## src/rtl/rcc_pkg.sv

```systemverilog
package rcc_pkg;
    localparam int STAT_W = 8;
    localparam int B_POR  = 7;
    localparam int B_PIN  = 6;
    localparam int B_WDOG = 5;
    localparam int B_ILOP = 4;
    localparam int B_ILAD = 3;
    localparam int B_LOC  = 2;
    localparam int B_LVD  = 1;

    typedef struct packed {
        logic por;
        logic pin;
        logic wdog;
        logic ilop;
        logic ilad;
        logic loc;
        logic lvd;
    } src_t;

    function automatic logic src_any(src_t s);
        return |s;
    endfunction

    function automatic logic [STAT_W-1:0] next_status(src_t s, logic [STAT_W-1:0] cur);
        logic [STAT_W-1:0] v;
        v = '0;
        if (s.por) begin
            v[B_POR] = 1'b1;
            v[B_LVD] = 1'b1;
        end else if (s.lvd) begin
            v[B_POR] = cur[B_POR];
            v[B_LVD] = 1'b1;
        end else begin
            v[B_PIN]  = s.pin;
            v[B_WDOG] = s.wdog;
            v[B_ILOP] = s.ilop;
            v[B_ILAD] = s.ilad;
            v[B_LOC]  = s.loc;
        end
        return v;
    endfunction
endpackage

```

## src/rtl/rcc_pin_sync.sv

```systemverilog
module rcc_pin_sync #(
    parameter int STAGES = 2
) (
    input  logic clk,
    input  logic rst,
    input  logic pin_n_i,
    output logic pin_act_o
);
    logic [STAGES-1:0] sync_q;

    generate
        if (STAGES == 1) begin : g_one
            always_ff @(posedge clk) begin
                if (rst) sync_q <= '1;
                else     sync_q <= pin_n_i;
            end
        end else begin : g_chain
            always_ff @(posedge clk) begin
                if (rst) sync_q <= '1;
                else     sync_q <= {sync_q[STAGES-2:0], pin_n_i};
            end
        end
    endgenerate

    assign pin_act_o = ~sync_q[STAGES-1];
endmodule

```

## src/rtl/rcc_qualify.sv

```systemverilog
module rcc_qualify
    import rcc_pkg::*;
(
    input  logic por_det,
    input  logic lvd_det,
    input  logic pin_act,
    input  logic wdog_timeout,
    input  logic illop_evt,
    input  logic stop_evt,
    input  logic halt_evt,
    input  logic illad_evt,
    input  logic clk_loss,
    input  logic cfg_wdog_en,
    input  logic cfg_addr_rst_dis,
    input  logic cfg_stop_en,
    input  logic cfg_wait_en,
    input  logic cfg_dbg_en,
    output src_t qual_o,
    output logic exc_o
);
    logic stop_bad, halt_bad;

    always_comb begin
        stop_bad     = stop_evt & ~cfg_stop_en & ~cfg_wait_en;
        halt_bad     = halt_evt & ~cfg_dbg_en;
        qual_o.por   = por_det;
        qual_o.lvd   = lvd_det;
        qual_o.pin   = pin_act;
        qual_o.wdog  = wdog_timeout & cfg_wdog_en;
        qual_o.ilop  = illop_evt | stop_bad | halt_bad;
        qual_o.ilad  = illad_evt & ~cfg_addr_rst_dis;
        qual_o.loc   = clk_loss;
        exc_o        = illad_evt & cfg_addr_rst_dis;
    end
endmodule

```

## src/rtl/rcc_req_timer.sv

```systemverilog
module rcc_req_timer #(
    parameter int HOLD_CYCLES = 16
) (
    input  logic clk,
    input  logic rst,
    input  logic trig_i,
    output logic req_o,
    output logic entry_o
);
    localparam int CNT_W = $clog2(HOLD_CYCLES + 1);
    localparam logic [CNT_W-1:0] LOAD = CNT_W'(HOLD_CYCLES);

    logic [CNT_W-1:0] cnt_q;

    always_ff @(posedge clk) begin
        if (rst)                 cnt_q <= '0;
        else if (trig_i)         cnt_q <= LOAD;
        else if (cnt_q != '0)    cnt_q <= cnt_q - 1'b1;
    end

    assign req_o   = (cnt_q != '0);
    assign entry_o = trig_i & ~req_o;
endmodule

```

## src/rtl/rst_cause_capture.sv

```systemverilog
module rst_cause_capture
    import rcc_pkg::*;
#(
    parameter int SYNC_STAGES = 2,
    parameter int HOLD_CYCLES = 16
) (
    input  logic       clk,
    input  logic       rst,
    input  logic       por_det,
    input  logic       lvd_det,
    input  logic       rst_pin_n,
    input  logic       wdog_timeout,
    input  logic       illop_evt,
    input  logic       stop_evt,
    input  logic       halt_evt,
    input  logic       illad_evt,
    input  logic       clk_loss,
    input  logic       cfg_wdog_en,
    input  logic       cfg_addr_rst_dis,
    input  logic       cfg_stop_en,
    input  logic       cfg_wait_en,
    input  logic       cfg_dbg_en,
    input  logic       reg_wr,
    output logic [7:0] rd_data,
    output logic       sys_rst_req,
    output logic       addr_exc_req,
    output logic       wdog_clr
);
    logic              pin_act;
    src_t              qual;
    logic              exc_next;
    logic              entry;
    logic [STAT_W-1:0] stat_q;
    logic              exc_q, clr_q;

    rcc_pin_sync #(.STAGES(SYNC_STAGES)) u_sync (
        .clk(clk), .rst(rst), .pin_n_i(rst_pin_n), .pin_act_o(pin_act)
    );

    rcc_qualify u_qual (
        .por_det(por_det), .lvd_det(lvd_det), .pin_act(pin_act),
        .wdog_timeout(wdog_timeout), .illop_evt(illop_evt),
        .stop_evt(stop_evt), .halt_evt(halt_evt), .illad_evt(illad_evt),
        .clk_loss(clk_loss), .cfg_wdog_en(cfg_wdog_en),
        .cfg_addr_rst_dis(cfg_addr_rst_dis), .cfg_stop_en(cfg_stop_en),
        .cfg_wait_en(cfg_wait_en), .cfg_dbg_en(cfg_dbg_en),
        .qual_o(qual), .exc_o(exc_next)
    );

    rcc_req_timer #(.HOLD_CYCLES(HOLD_CYCLES)) u_timer (
        .clk(clk), .rst(rst), .trig_i(src_any(qual)),
        .req_o(sys_rst_req), .entry_o(entry)
    );

    // status loads only on reset entry; writes never touch it
    always_ff @(posedge clk) begin
        if (rst) begin
            stat_q <= '0;
            exc_q  <= 1'b0;
            clr_q  <= 1'b0;
        end else begin
            if (entry) stat_q <= next_status(qual, stat_q);
            exc_q <= exc_next;
            clr_q <= reg_wr;
        end
    end

    assign rd_data      = stat_q;
    assign addr_exc_req = exc_q;
    assign wdog_clr     = clr_q;
endmodule

```

## config.mk

```make
export PLATFORM = sky130hd
export DESIGN_NAME = rst_cause_capture
export DESIGN_NICKNAME = d
export VERILOG_FILES = /design/src/rtl/rcc_pkg.sv /design/src/rtl/rcc_pin_sync.sv /design/src/rtl/rcc_qualify.sv /design/src/rtl/rcc_req_timer.sv /design/src/rtl/rst_cause_capture.sv
export SDC_FILE = /design/constraint.sdc
export NUM_CORES = 1
export LEC_CHECK = 0
export CAP_MARGIN = 10
export CORE_MARGIN = 8
export CORE_UTILIZATION = 42
export CTS_CLUSTER_DIAMETER = 200
export CTS_CLUSTER_SIZE = 25
export DETAILED_ROUTE_END_ITERATION = 8
export MAX_ROUTING_LAYER = met4
export PLACE_DENSITY = 0.77
export SLEW_MARGIN = 20
export SYNTH_ARGS = -nofsm -noshare
export SYNTH_HDL_FRONTEND = slang
export SYNTH_HIERARCHICAL = 1
export SYNTH_SLANG_ARGS = --single-unit
```

## constraint.sdc

```tcl
create_clock -name clk -period 2.2 [get_ports clk]
set_clock_uncertainty 0.05 [all_clocks]
set_input_delay 0.44 -clock clk [delete_from_list [all_inputs] [get_ports clk]]
set_output_delay 0.44 -clock clk [all_outputs]
set_load 0.1 [all_outputs]
```

-- Yosys cells after proc, flatten, opt, wreduce, memory -nomap -nowiden
Index checks and enable logic that the tools add are counted.
- bits in registers: 16
- input port bits: 17
- output and inout port bits: 11
- word-level logic and storage cells: 37
- add/sub/neg operators: 1
- equal/unequal tests: 1
- muxes and demuxes: 8
- bitwise operators: 15
- reduce and logical (&&, ||, !) cells: 5
- operators with widths (kind ; count):
    5-bit two-way mux ; 4
    8-bit OR reduction ; 1
    1-bit AND ; 7
    7-bit OR reduction ; 1
    1-bit NOT ; 6
    5-bit nonzero test ; 1
    5-bit by 1-bit subtractor with 5-bit output (second input constant) ; 1
    1-bit two-way mux ; 4
    2-bit inequality test (second input constant) ; 1
    1-bit OR ; 2
    2-bit AND reduction ; 1
    2-bit nonzero test ; 1

-- Longest topological paths before layout
Gate-level depths: netlist of run 1.
- depth after elaboration: 8
- mapped depth: 9
- depth with buffers taken out: 8

-- Modules after synthesis
The synthesis of run 1 kept the hierarchy.
- by module, submodules not included (module ; instances ; cells an instance ; area an instance (µm²)):
    rst_cause_capture ; 1 ; 40 ; 342.8
    rcc_req_timer ; 1 ; 26 ; 270.3
    rcc_qualify ; 1 ; 10 ; 66.3
    rcc_pin_sync ; 1 ; 5 ; 56.3

-- Worst setup path after synthesis of run 1
Ideal clock, no wire load.
- path type: reg2out
- start: register u_timer.cnt_q[0]
- end: output sys_rst_req
- arrival: 1376 ps
- required time: 1710 ps
- path slack: 334 ps
- cell stages (with the launch flop): 5
- path buffers: 0
- cells stage by stage: dfxtp_1 > inv_1 > ha_1 > nor4b_4 > inv_1
- word-level cells in the longest chain between the ends: 1
- RTL lines (item ; RTL line ; RTL):
    from (decl) ; rcc_req_timer.sv:13 ; logic [CNT_W-1:0] cnt_q;
    from (signal assigned) ; rcc_req_timer.sv:18 ; else if (cnt_q != '0) cnt_q <= cnt_q - 1'b1;
    5-bit nonzero test ; rcc_req_timer.sv:21 ; assign req_o = (cnt_q != '0);
    to (decl) ; rst_cause_capture.sv:25 ; output logic sys_rst_req,
Every way passes these cells.

-- Final worst setup path of run 1
Same ends and word-level chain as after synthesis.

==> qor.csv, run 1 <==
stage,metric,value,unit
run_status,status,completed,
clock_network,clk_latency,0.28,ns
floorplan,start_util,0.436,
synthesis,synth_area,736,sq um
setup_path,r2r-end,rd_data[7],
detailed_routing,drcViolationCount,0,
floorplan,num_io_pins,28,
detailed_routing,via_count,634,
cells_and_area,syn2layout_area_growth,38.3,%
detailed_routing,drt_first_pass_iters,4,
sta,rsz0062_at_grt,false,
global_routing,grt_pass1_wl,2570,um
floorplan,die_x,57.9,um
worst_hold_path,hold_path_class,register to register,
placement,dp_cells,121,
synthesis,synth.avg_cell_area,9.08,sq um
setup_path,critPathMaxFanout,5,
cells_and_area,finalNonFillerCells,125,
clock_network,cts_resized,0,
detailed_routing,viasPerCell,5.07,
global_routing,grt_usage,0.0985,
placement,place_congestion,0.840,
sta,post-route-period-util,0.890,
setup_path,cp.required,1.71,ns
global_routing,grt_pass1_vias,624,
detailed_routing,routed_wl,1630,um
power,p_per_area,635,nW/um^2
power,leakage,0.425,nW
clock_network,cts-root-buf,clkbuf_4,
clock_network,cts_hold_buffers,0,
clock_network,cts_setup_buffers,0,
detailed_routing,ant_nets,0,
global_routing,overflow,0,
detailed_routing,avgRoutedWirePerCell,13.0,um
clock_network,clkSlewWorstSetupHoldPaths,0.09,ns
setup_path,timing.rr.start,u_timer/cnt_q[0],
worst_hold_path,worstHoldStart,u_sync/sync_q[0],
global_routing,grt_start_max_net_pins,11,
power,p_total,0.646,mW
floorplan,die_h,57.9,um
floorplan,die-area,3350,sq um
worst_hold_path,min_to,u_sync/sync_q[1],
global_routing,antenna_found_initial,0,
cells_and_area,final_util,0.602,
setup_path,start_kind,register,
sta,maxSlewViolCount,0,
flow_run,drv_cap,0,
placement,placedInstanceArea,981,sq um
setup_path,end_kind,output port,
setup_path,r2r_cells,7,
floorplan,row_count,15,
setup_path,r2r_setup_slack,0.48,ns
synthesis,yosysUniqueCellTypes,29,
sta,min_period,1.96,ns
clock_network,cts_max_path_buffers,2,
cells_and_area,fin_nets,127,
clock_network,cts.htree.levels,1,
floorplan,core,1690,sq um
synthesis,ys_warn_count,6,
sta,fin_tns_setup,0,ns
setup_path,worstPathArrival,1.47,ns
worst_hold_path,hold_path_depth,1,
detailed_routing,drt-initial-drc-count,7,
clock_network,cts_sinks,16,
synthesis,seq_area_frac_synth,0.435,
placement,numPortBuffers,26,
cells_and_area,diodes,0,
power,peakVddDrop,0.353,mV
synthesis,synth_cells,81,
placement,hpwl,1340,um
cells_and_area,fin_area,1020,sq um
synthesis,ys_seq_elements,16,
sta,setup_viol,0,
synthesis,syn-num-nets,99,
sta,hold_viol,0,
clock_network,cts_tree,done,
setup_path,critPathKind,register to output port,
clock_network,cts_buffers,3,
cells_and_area,drive_gt1_frac,0.222,
sta,fmax,511,MHz
## metrics by stage
stage / hold slack, ns / setup WS, ns
after floorplan: 0.335 / 0.334
after global placement: 0.337 / 0.0293
after detailed placement: 0.347 / -0.0331
after CTS: 0.369 / 0.234
after global routing: 0.383 / 0.124
final: 0.376 / 0.242
## area by class of cell
type,instances,area [sq um]
Fill cell,145,672
Tap cell,17,21.3
Clock buffer,4,36.3
Sequential cell,16,320
Multi-Input combinational cell,52,339
Timing Repair Buffer,30,278
Inverter,6,22.5
## cells by family (layout without fill, tap and decap cells)
group                      after synthesis  after routing  synth area share
and+or+nand+nor                         36             36             0.298
DFF                                     16             16             0.435
buffers and inverters                   13             40             0.104
AOI/OAI and AO/OA                       11             11            0.0986
muxes                                    2              2            0.0306
adders and majority gates                1              1            0.0170
other                                    1              1           0.00510
xor gates and xnor gates                 1              1            0.0119
## layer usage
| metal | wire length (um) | global-route usage | vias up |
|---|---|---|---|
| met5 | 0 | - | - |
| met4 | 8 | 0.0315 | 0 |
| met3 | 95 | 0.0309 | 2 |
| met2 | 796 | 0.185 | 20 |
| met1 | 731 | 0.0929 | 289 |
| li1 | - | - | 323 |
## sequential cells by signal (all words and copies together) (netlist names)
signal         cells
rd_data            7
addr_exc_req       1
wdog_clr           1
u_sync/sync_q      2
u_timer/cnt_q      5
## cells in the mapped netlist, drive strengths merged
| cell type | n | area share |
|---|---|---|
| or4 | 1 | 0.015 |
| o21ai | 1 | 0.0068 |
| and2 | 3 | 0.026 |
| mux2 | 2 | 0.031 |
| nor2b | 3 | 0.026 |
| buf | 7 | 0.073 |
| nand3 | 6 | 0.041 |
| nor3b | 2 | 0.020 |
| or2 | 3 | 0.026 |
| ha | 1 | 0.017 |
| a211oi | 2 | 0.027 |
| nand2 | 6 | 0.031 |
| dfxtp | 16 | 0.44 |
| nor2 | 5 | 0.036 |
| o31ai | 1 | 0.010 |
| a221o | 1 | 0.014 |
| xnor2 | 1 | 0.012 |
| conb | 1 | 0.0051 |
| nor3 | 5 | 0.034 |
| a21oi | 6 | 0.041 |
| nor4b | 2 | 0.044 |
| inv | 6 | 0.031 |
## power breakdown
group	switching, mW	internal [mW]
logic	0.0968	0.0556
registers	0.00483	0.299
clock network	0.0890	0.101
## layout by cell type, fill, tap and decap left out, types with 2 or more instances in the layout
master and n:
nor2b_1 3, a21oi_1 6, or2_1 2, and2_1 3, nor3b_1 2, nor2_1 4, nor3_1 5, clkbuf_4 3
mux2_1 2, buf_4 13, inv_1 5, nand3_1 6, clkdlybuf4s50_1 16, dfxtp_1 16, nand2_1 6
## critical path, stage by stage, from the launching register on
cell     delay, ns
dfxtp_1       0.35
inv_1         0.07
ha_1          0.20
nor4b_4       0.27
inv_1         0.12
buf_12        0.18
## worst max path at each step
stage | slack (ns) | to | start
after floorplan | 0.33 | sys_rst_req | u_timer/cnt_q[0]
after global placement | 0.03 | rd_data[7] | cfg_dbg_en
after detailed placement | -0.03 | rd_data[4] | cfg_dbg_en
after CTS | 0.23 | sys_rst_req | u_timer/cnt_q[0]
after global routing | 0.12 | rd_data[4] | cfg_dbg_en
final | 0.24 | sys_rst_req | u_timer/cnt_q[0]
Note: power is estimated with default switching activity, not from simulation.
==> run 2, diff against run 1 <==
--- a/config.mk
+++ b/config.mk
@@ -5,6 +5,7 @@
 export SDC_FILE = /design/constraint.sdc
 export NUM_CORES = 1
 export LEC_CHECK = 0
+export ABC_AREA = 1
 export CAP_MARGIN = 10
 export CORE_MARGIN = 8
 export CORE_UTILIZATION = 42
@@ -12,7 +13,7 @@
 export CTS_CLUSTER_SIZE = 25
 export DETAILED_ROUTE_END_ITERATION = 8
 export MAX_ROUTING_LAYER = met4
-export PLACE_DENSITY = 0.77
+export PLACE_DENSITY = 0.76
 export SLEW_MARGIN = 20
 export SYNTH_ARGS = -nofsm -noshare
 export SYNTH_HDL_FRONTEND = slang
==> constraint.sdc (replaced) <==
create_clock -name clk -period 2.1 [get_ports clk]
set_clock_uncertainty 0.05 [all_clocks]
set_input_delay 0.42 -clock clk [delete_from_list [all_inputs] [get_ports clk]]
set_output_delay 0.42 -clock clk [all_outputs]
set_load 0.1 [all_outputs]
==> qor.csv, run 2 <==
stage,metric,value,unit,change
floorplan,die-area,3440,sq um,was 3350 sq um
synthesis,yosysUniqueCellTypes,20,,was 29
sta,min_period,1.99,ns,
detailed_routing,drt_first_pass_iters,3,,was 4
detailed_routing,drcViolationCount,0,,unchanged
clock_network,cts_setup_buffers,0,,unchanged
power,peakVddDrop,0.469,mV,was 0.353 mV
worst_hold_path,hold_path_class,register to register,,unchanged
global_routing,grt_start_max_net_pins,14,,was 11
synthesis,synth_commonest_cells,"21 x nand2_1, 17 x inv_1, 16 x dfxtp_1",,"was 16 x dfxtp_1, 6 x a21oi_1, 6 x nand2_1, 6 x nand3_1"
power,p_per_area,687,nW/um^2,was 635 nW/um^2
synthesis,yosys.area.top_type,dfxtp_1,,unchanged
detailed_routing,ant_nets,0,,unchanged
clock_network,clk_latency,0.28,ns,about the same
setup_path,critPathMaxFanout,13,,was 5
clock_network,cts_buffers,3,,unchanged
synthesis,yosysMostFrequentCell,nand2_1,,was dfxtp_1
sta,tightest_slew,0.646,ns,
floorplan,die_h,58.6,um,was 57.9 um
detailed_routing,avgRoutedWirePerCell,10.3,um,was 13.0 um
synthesis,ys_seq_elements,16,,unchanged
detailed_routing,routed_wl,1590,um,was 1630 um
placement,placedInstanceArea,1040,sq um,was 981 sq um
cells_and_area,final_common_cell,nand2_1,,
cells_and_area,n_fill_cell,179,,was 145
synthesis,synth_cells,100,,was 81
cells_and_area,mostFrequentLayoutCells,"21 x nand2_1, 17 x inv_1, 16 x dfxtp_1, 16 x clkdlybuf4s50_1, 15 x buf_4",,"was 16 x dfxtp_1, 16 x clkdlybuf4s50_1, 13 x buf_4"
setup_path,critPathKind,input pin to register,,was register to output port
synthesis,seq_area_frac_synth,0.420,,was 0.435
sta,hold_ws,0.366,ns,was 0.376 ns
flow_run,drv_cap,0,,unchanged
sta,slew_headroom,0.569,,
floorplan,row_count,15,,unchanged
sta,fmax,503,MHz,
setup_path,worstPathArrival,2.16,ns,was 1.47 ns
setup_path,start_kind,input pin,,was register
floorplan,num_io_pins,28,,unchanged
setup_path,end_kind,register,,was output port
power,leakage,0.543,nW,was 0.425 nW
cells_and_area,drive_gt1_frac,0.262,,was 0.222
sta,hold_viol,0,,unchanged
global_routing,overflow,0,,unchanged
clock_network,cts_sinks,16,,unchanged
placement,place_congestion,0.820,,was 0.840
synthesis,async_reset_ff_frac,0,,unchanged
synthesis,synth_top_area_share,0.420,,was 0.435
synthesis,synth.area.top_cells,"dfxtp_1 42%, nand2_1 10%, inv_1 8.4%, a21oi_2 8.0%, nor2_1 6.4%",,"was dfxtp_1 44%, buf_4 5.1%, a21oi_1 4.1%, nand3_1 4.1%, nor3_1 3.4%"
detailed_routing,viasPerCell,4.45,,was 5.07
power,p_total,0.740,mW,was 0.646 mW
placement,dp_cells,151,,was 121
clock_network,cts_tree,done,,unchanged
sta,post-route-period-util,0.946,,
floorplan,die_x,58.6,um,was 57.9 um
worst_hold_path,hold_path_depth,2,,was 1
setup_path,cp.required,2.27,ns,was 1.71 ns
setup_path,r2r_cells,6,,was 7
synthesis,synth.avg_cell_area,7.63,sq um,was 9.08 sq um
global_routing,grt_usage,0.107,,was 0.0985
sta,setup_viol,0,,unchanged
sta,rsz0062_at_grt,false,,unchanged
cells_and_area,diodes,0,,unchanged
cells_and_area,fin_nets,149,,was 127
global_routing,grt_pass1_wl,2840,um,was 2570 um
cells_and_area,syn2layout_area_growth,41.1,%,was 38.3%
floorplan,core,1730,sq um,was 1690 sq um
synthesis,syn-num-nets,118,,was 99
cells_and_area,finalNonFillerCells,155,,was 125
clock_network,cts-root-buf,clkbuf_4,,unchanged
run_status,status,completed,,unchanged
global_routing,antenna_found_initial,0,,unchanged
synthesis,ys_warn_count,6,,unchanged
placement,numPortBuffers,26,,unchanged
cells_and_area,largest_reg_flops,7,,unchanged
detailed_routing,drt-initial-drc-count,8,,was 7
clock_network,cts.htree.levels,1,,unchanged
sta,maxSlewViolCount,0,,unchanged
cells_and_area,fin_area,1080,sq um,was 1020 sq um
synthesis,synth_area,763,sq um,was 736 sq um
detailed_routing,via_count,690,,was 634
floorplan,start_util,0.442,,was 0.436
placement,hpwl,1360,um,was 1340 um
synthesis,synth_edf_count,0,,unchanged
synthesis,synth_flop_cell,dfxtp_1,,unchanged
global_routing,grt_pass1_vias,717,,was 624
clock_network,cts_max_path_buffers,2,,unchanged
clock_network,clkSlewWorstSetupHoldPaths,0.09,ns,about the same
-- run 2: worst max-delay path, stage by stage --
cell             delay (ns)
clkdlybuf4s50_1        0.47
inv_1                  0.04
nor2_1                 0.11
nor2_1                 0.06
nand3_1                0.10
inv_1                  0.07
nor2_2                 0.52
o21ai_0                0.22
a21oi_2                0.13
-- run 2: logic make-up (layout without fill, tap and decap cells) --
group / after synthesis / count (layout) / share of synthesized area
xor gates and xnor gates: 1 / 1 / 0.0115
adders and majority gates: 1 / 1 / 0.0164
and+or+nand+nor: 43 / 43 / 0.259
AOI/OAI and AO/OA: 14 / 14 / 0.136
buffers and inverters: 24 / 54 / 0.152
DFF: 16 / 16 / 0.420
other: 1 / 1 / 0.00491
-- run 2: power breakdown --
| part | internal (mW) | switching, mW | leakage, nW |
|---|---|---|---|
| registers | 0.318 | 0.00768 | 0.132 |
| clock network | 0.105 | 0.0940 | 0.0210 |
| logic | 0.0695 | 0.145 | 0.390 |
| total | 0.493 | 0.247 | 0.543 |
-- run 2: final timing paths --
check                           slack [ns]                to              from
worst max-delay path                  0.11        rd_data[2]         illad_evt
worst min-delay path                  0.37  u_sync/sync_q[1]  u_sync/sync_q[0]
worst max register to register        0.29        rd_data[2]  u_timer/cnt_q[0]
worst min register to register        0.37  u_sync/sync_q[1]  u_sync/sync_q[0]
-- run 2: per-stage QoR --
step	setup slack [ns]	TNS, ns	utilization
after floorplan	0.0465	0	-
after global placement	-0.404	-2.45	0.601
after detailed placement	-0.519	-3.10	0.601
after CTS	0.114	0	0.624
after global routing	0.0133	0	0.624
final	0.113	0	0.624
-- run 2: repair_timing --
item / CTS / global route
hold buffers: 0 / 0
gates resized for setup: 1 / 0
endpoints found under the setup margin: 7 / 0
-- run 2: area by class of cell --
class / count / area (sq um) / share of cell area
clock buffers: 4 / 36.3 / 0.0337
inverters: 18 / 67.6 / 0.0627
multi-input cells: 60 / 329 / 0.305
flip-flops and latches: 16 / 320 / 0.297
well taps: 25 / 31.3 / 0.0290
repair buffers: 32 / 293 / 0.272
-- run 2: metal layers --
metal	global-route usage	share of wire	wire, um	up-vias
li1	-	-	-	361
met3	0.0304	0.047	74	4
met2	0.187	0.51	818	17
met1	0.106	0.42	669	308
met5	-	0	0	-
met4	0.0512	0.018	29	0
